## config.mk

```make
export PLATFORM = sky130hd
export DESIGN_NAME = cal_alarm_irq
export DESIGN_NICKNAME = d
export VERILOG_FILES = /design/src/rtl/cal_alarm_pkg.sv /design/src/rtl/cal_alarm_regs.sv /design/src/rtl/cal_alarm_match.sv /design/src/rtl/cal_ctrl_flags.sv /design/src/rtl/cal_irq_out.sv /design/src/rtl/cal_alarm_irq.sv
export SDC_FILE = /design/constraint.sdc
export NUM_CORES = 1
export LEC_CHECK = 0
export ABC_AREA = 1
export BUFFER_PORTS_ARGS = -buffer_cell sky130_fd_sc_hd__buf_2
export CAP_MARGIN = 40
export CORE_MARGIN = 3
export CORE_UTILIZATION = 54
export CTS_CLUSTER_DIAMETER = 60
export CTS_CLUSTER_SIZE = 14
export DETAILED_ROUTE_END_ITERATION = 6
export HOLD_SLACK_MARGIN = 0.1
export PLACE_DENSITY = 0.84
export SLEW_MARGIN = 20
export SYNTH_ARGS = -nofsm -noshare
export SYNTH_HDL_FRONTEND = slang
export SYNTH_SLANG_ARGS = --single-unit
```

## constraint.sdc

```tcl
create_clock -name clk -period 2.2 [get_ports clk]
set_clock_uncertainty 0.1 [all_clocks]
set_input_delay 0.44 -clock clk [delete_from_list [all_inputs] [get_ports clk]]
set_output_delay 0.44 -clock clk [all_outputs]
set_load 0.01 [all_outputs]
```

## src/rtl/cal_alarm_pkg.sv

```systemverilog
package cal_alarm_pkg;
  localparam int REG_W    = 8;
  localparam int ADDR_W   = 4;
  localparam int N_FIELDS = 4;

  localparam logic [ADDR_W-1:0] CTRL_ADDR  = 4'h1;
  localparam logic [ADDR_W-1:0] ALARM_BASE = 4'h9;

  // control/status bit positions (decoded by software, keep fixed)
  localparam int B_TIE   = 0;
  localparam int B_AIE   = 1;
  localparam int B_TF    = 2;
  localparam int B_AF    = 3;
  localparam int B_PULSE = 4;
  localparam int B_MSF   = 5;
  localparam int B_SIE   = 6;
  localparam int B_MIE   = 7;

  localparam int IGNORE_BIT = REG_W - 1;

  localparam logic [REG_W-1:0] FLAG_BITS =
    (REG_W'(1) << B_TF) | (REG_W'(1) << B_AF) | (REG_W'(1) << B_MSF);

  // per-field compare mask: minute, hour, day of month, weekday
  function automatic logic [REG_W-1:0] field_mask(input int idx);
    case (idx)
      0:       return 8'h7F;
      1, 2:    return 8'h3F;
      default: return 8'h07;
    endcase
  endfunction
endpackage

```

## src/rtl/cal_alarm_regs.sv

```systemverilog
module cal_alarm_regs
  import cal_alarm_pkg::*;
#(
  parameter int NF = N_FIELDS,
  parameter int AW = ADDR_W,
  parameter int DW = REG_W,
  parameter logic [AW-1:0] BASE = ALARM_BASE
) (
  input  logic             clk,
  input  logic             rst_n,
  input  logic             wr_en,
  input  logic [AW-1:0]    wr_addr,
  input  logic [DW-1:0]    wr_data,
  output logic [NF*DW-1:0] alm_flat
);
  localparam logic [DW-1:0] RST_VAL = DW'(1) << (DW - 1);

  for (genvar i = 0; i < NF; i++) begin : g_field
    logic [DW-1:0] q;
    logic          hit;
    assign hit = wr_en && (wr_addr == BASE + AW'(i));
    always_ff @(posedge clk) begin
      if (!rst_n)   q <= RST_VAL;
      else if (hit) q <= wr_data;
    end
    assign alm_flat[i*DW +: DW] = q;
  end
endmodule

```

## src/rtl/cal_alarm_match.sv

```systemverilog
module cal_alarm_match
  import cal_alarm_pkg::*;
#(
  parameter int NF = N_FIELDS,
  parameter int DW = REG_W
) (
  input  logic [NF*DW-1:0] alm_flat,
  input  logic [NF*DW-1:0] cur_flat,
  output logic             hit
);
  logic [NF-1:0] used_v;
  logic [NF-1:0] same_v;

  for (genvar i = 0; i < NF; i++) begin : g_cmp
    localparam logic [DW-1:0] MSK = DW'(field_mask(i));
    assign used_v[i] = ~alm_flat[i*DW + IGNORE_BIT];
    assign same_v[i] = ((alm_flat[i*DW +: DW] & MSK) == (cur_flat[i*DW +: DW] & MSK));
  end

  // at least one field takes part, and every participating field agrees
  assign hit = (|used_v) && (&(same_v | ~used_v));
endmodule

```

## src/rtl/cal_ctrl_flags.sv

```systemverilog
module cal_ctrl_flags
  import cal_alarm_pkg::*;
#(
  parameter int AW = ADDR_W,
  parameter int DW = REG_W
) (
  input  logic          clk,
  input  logic          rst_n,
  input  logic          wr_en,
  input  logic [AW-1:0] wr_addr,
  input  logic [DW-1:0] wr_data,
  input  logic          sec_tick,
  input  logic          min_tick,
  input  logic          timer_expire,
  input  logic          alarm_hit,
  output logic [DW-1:0] ctrl_q,
  output logic          fire
);
  logic          set_af, set_tf, set_msf, ctrl_wr;
  logic [DW-1:0] base, set_vec, ctrl_d;

  always_comb begin
    set_af  = min_tick & alarm_hit;
    set_tf  = timer_expire;
    set_msf = (sec_tick & ctrl_q[B_SIE]) | (min_tick & ctrl_q[B_MIE]);
    ctrl_wr = wr_en && (wr_addr == CTRL_ADDR);

    // enables take the written value; flags only clear on a written 0
    if (ctrl_wr) base = (wr_data & ~FLAG_BITS) | (wr_data & ctrl_q & FLAG_BITS);
    else         base = ctrl_q;

    set_vec         = '0;
    set_vec[B_AF]   = set_af;
    set_vec[B_TF]   = set_tf;
    set_vec[B_MSF]  = set_msf;
    ctrl_d          = base | set_vec;   // a set event beats a clearing write

    fire = (set_af & ctrl_q[B_AIE]) | (set_tf & ctrl_q[B_TIE]) | set_msf;
  end

  always_ff @(posedge clk) begin
    if (!rst_n) ctrl_q <= '0;
    else        ctrl_q <= ctrl_d;
  end
endmodule

```

## src/rtl/cal_irq_out.sv

```systemverilog
module cal_irq_out
  import cal_alarm_pkg::*;
#(
  parameter int DW           = REG_W,
  parameter int PULSE_CYCLES = 4
) (
  input  logic          clk,
  input  logic          rst_n,
  input  logic [DW-1:0] ctrl_q,
  input  logic          fire,
  output logic          irq_n
);
  localparam int CW = $clog2(PULSE_CYCLES + 1);

  logic [CW-1:0] cnt;
  logic          pending;

  assign pending = (ctrl_q[B_AF] & ctrl_q[B_AIE]) |
                   (ctrl_q[B_TF] & ctrl_q[B_TIE]) |
                   (ctrl_q[B_MSF] & (ctrl_q[B_SIE] | ctrl_q[B_MIE]));

  always_ff @(posedge clk) begin
    if (!rst_n)        cnt <= '0;
    else if (fire)     cnt <= CW'(PULSE_CYCLES);
    else if (cnt != 0) cnt <= cnt - 1'b1;
  end

  assign irq_n = ctrl_q[B_PULSE] ? (cnt == '0) : !pending;
endmodule

```

## src/rtl/cal_alarm_irq.sv

```systemverilog
module cal_alarm_irq
  import cal_alarm_pkg::*;
#(
  parameter int PULSE_CYCLES = 4
) (
  input  logic              clk,
  input  logic              rst_n,
  input  logic [REG_W-1:0]  cur_min,
  input  logic [REG_W-1:0]  cur_hour,
  input  logic [REG_W-1:0]  cur_mday,
  input  logic [REG_W-1:0]  cur_wday,
  input  logic              sec_tick,
  input  logic              min_tick,
  input  logic              timer_expire,
  input  logic              wr_en,
  input  logic [ADDR_W-1:0] wr_addr,
  input  logic [REG_W-1:0]  wr_data,
  output logic [REG_W-1:0]  ctrl_q,
  output logic              irq_n
);
  localparam int FLAT_W = N_FIELDS * REG_W;

  logic [FLAT_W-1:0] alm_flat;
  logic [FLAT_W-1:0] cur_flat;
  logic              alarm_hit;
  logic              fire;

  assign cur_flat = {cur_wday, cur_mday, cur_hour, cur_min};

  cal_alarm_regs #(.NF(N_FIELDS), .AW(ADDR_W), .DW(REG_W), .BASE(ALARM_BASE)) u_regs (
    .clk(clk), .rst_n(rst_n), .wr_en(wr_en), .wr_addr(wr_addr),
    .wr_data(wr_data), .alm_flat(alm_flat)
  );

  cal_alarm_match #(.NF(N_FIELDS), .DW(REG_W)) u_match (
    .alm_flat(alm_flat), .cur_flat(cur_flat), .hit(alarm_hit)
  );

  cal_ctrl_flags #(.AW(ADDR_W), .DW(REG_W)) u_flags (
    .clk(clk), .rst_n(rst_n), .wr_en(wr_en), .wr_addr(wr_addr),
    .wr_data(wr_data), .sec_tick(sec_tick), .min_tick(min_tick),
    .timer_expire(timer_expire), .alarm_hit(alarm_hit),
    .ctrl_q(ctrl_q), .fire(fire)
  );

  cal_irq_out #(.DW(REG_W), .PULSE_CYCLES(PULSE_CYCLES)) u_irq (
    .clk(clk), .rst_n(rst_n), .ctrl_q(ctrl_q), .fire(fire), .irq_n(irq_n)
  );
endmodule

```

==> flow_summary.json <==
{
  "status": "finished clean",
  "hold_class": "input port to flop",
  "cellPowerDensity_mw_per_mm2": 622.8,
  "tightest_slew_ps": 464.9,
  "netlist_area_mm2": 0.001834,
  "row_count": 20,
  "final_common_cell": "nand2_1",
  "grt_usage_pct": 21.43,
  "routed_wl_um": 4194,
  "p_leak_uw": 0.001119,
  "htreeDepth": 2,
  "grt_max_degree": 18,
  "overflow": 0,
  "die_h_um": 64.28,
  "gp_congestion": 0.7969,
  "crit_type": "flop to output pin",
  "startpoint_type": "flop",
  "finalHoldViolations": 0,
  "ant_nets": 0,
  "seq_area_um2": 740.7,
  "dieArea_mm2": 0.004132,
  "numCtsBuffers": 5,
  "multi_input_area_um2": 894.6,
  "fmax_mhz": 568.7,
  "synth-seq-cells": 37,
  "relSlewSlack_pct": 68.75,
  "placed_cell_area_mm2": 0.002133,
  "drcViolationCount": 0,
  "arrival_ps": 1220,
  "setup_viol": 0,
  "wire_per_inst_um": 11.30,
  "antenna_found_initial": 0,
  "cts_hold_buffers": 0,
  "report.final.slew_viol_count": 0,
  "power_uw": 1363,
  "dp_hpwl_um": 3217,
  "synth.distinct_cells": 20,
  "insertion_delay_ps": 330,
  "rsz0062_at_grt": "false",
  "max_stage_delay_ps": 310,
  "vias": 1832,
  "final_cell_mix": "51 x nand2_1, 48 x buf_2, 46 x inv_1",
  "clockRootBuffer": "clkbuf_4",
  "cts_sinks": 37,
  "fin_area_mm2": 0.002188,
  "drive_above_1_share_pct": 19.57,
  "dr.pass1.iters": 4,
  "cts_tree": "yes",
  "num_io_pins": 59,
  "grt_pass1_wl_um": 7051,
  "n_antenna_cell": 0,
  "cp_max_fo": 3,
  "cap_violations": 0,
  "totalNegativeSetupSlack_ps": 0,
  "cp.required_ps": 1660,
  "initial_core_util_pct": 58.17,
  "max-clock-path-buffers": 2,
  "worstHoldStart": "timer_expire",
  "postCtsSetupBuffers": 0,
  "synth-seq-area-share_pct": 40.38,
  "worstReg2RegStart": "u_regs.g_field[2].q[4]",
  "coreArea_mm2": 0.003153,
  "path_cells": "inv_1 > ha_1 > nand3_1 > nand2_1 > buf_2",
  "cp-startpoint": "u_irq.cnt[0]",
  "area_delta_synth_final_pct": 19.30,
  "dp_slack_ps": 330.1,
  "crit_path_top_delay_cell": "dfxtp_1",
  "end_kind": "output pin",
  "grt_pass1_vias": 1624,
  "die_w_um": 64.28,
  "yosys_warnings": 0,
  "via_per_inst": 4.938,
  "syn_inst": 273,
  "drt-initial-drc-count": 87,
  "vdd.ir_drop.worst_mv": 0.4138,
  "path_clk_slew_ps": 100,
  "synth_area_per_cell_um2": 6.719,
  "layout_setup_ws_ps": 441.7,
  "cts_resized": 0,
  "synth_nets": 325,
  "nFillCells": 301,
  "nets": 379,
  "final.period_utilization_pct": 79.92,
  "portBuffers": 48,
  "period_needed_ps": 1758
}
## flip-flops by register name, indices dropped and copies added (netlist names)
name / count
u_irq.cnt: 3
u_regs.g_field.q: 26
u_flags.ctrl_q: 8
## where the power goes
part	total, µW	switching (µW)	internal, µW
combinational	276	160	117
clock	362	210	151
sequential	725	17.2	708
## stage by stage
step | cells | hold WS (ps) | util (%)
2_1_floorplan | 273 | 343.7 | -
3_3_place_gp | 364 | 352.8 | 67.66
3_5_place_dp | 364 | 361.3 | 67.66
4_1_cts | 371 | 249.4 | 69.40
5_1_grt | 371 | 258.6 | 69.40
6_report | 371 | 261.4 | 69.40
## cell usage after synthesis
cell / count / area (µm²)
o22ai_1: 1 / 6.260
inv_1: 46 / 172.7
o21ai_0: 34 / 170.2
nand3_1: 9 / 45.04
nor4_4: 1 / 21.27
nor3_2: 3 / 30.03
clkbuf_1: 3 / 11.26
inv_2: 3 / 11.26
clkinv_1: 1 / 3.750
o21ai_1: 1 / 5.000
o211ai_1: 1 / 7.510
nor2_1: 45 / 168.9
xnor2_1: 6 / 52.55
a41oi_1: 1 / 8.760
nor4_2: 1 / 12.51
ha_1: 2 / 25.02
nand2_1: 51 / 191.4
dfxtp_1: 37 / 740.7
a21oi_1: 23 / 115.1
xor2_1: 4 / 35.03
## final cells by class
cell class	count	share of cell area [%]
Timing Repair Buffer	50	11.66
Multi-Input combinational cell	183	40.88
Inverter	50	8.576
Tap cell	44	2.516
Clock buffer	7	2.516
Sequential cell	37	33.85
## cell families after synthesis
| logic type | share of synthesized area [%] |
|---|---|
| adder cells (fa/ha/maj) | 1.364 |
| AND/OR/NAND/NOR | 25.58 |
| flip-flops | 40.38 |
| XOR/XNOR | 4.775 |
| buffers and inverters | 10.85 |
| AO/OA/AOI/OAI | 17.05 |
## final timing paths
| check | cells after the start | to | slack, ps |
|---|---|---|---|
| setup / recovery | 5 | irq_n | 440 |
| hold / removal | 3 | u_flags.ctrl_q[2] | 260 |
| hold reg to reg | 2 | u_regs.g_field[0].q[2] | 380 |
| setup reg to reg | 11 | u_irq.cnt[1] | 730 |
## layer usage
metal / global-route usage [%] / up-vias / routed length (µm)
met5: 0 / - / 0
met4: 5.541 / 0 / 8
met3: 3.866 / 2 / 285
met2: 37.11 / 58 / 2030
met1: 27.28 / 810 / 1870
li1: - / 962 / -
## critical path, delay by kind of cell (launching register included)
kind,cells,cell delay (ps)
DFF,1,310
buffers and inverters,2,210
adders and majority gates,1,200
and+or+nand+nor,2,160
No activity file was read; power rests on OpenSTA's default activity.
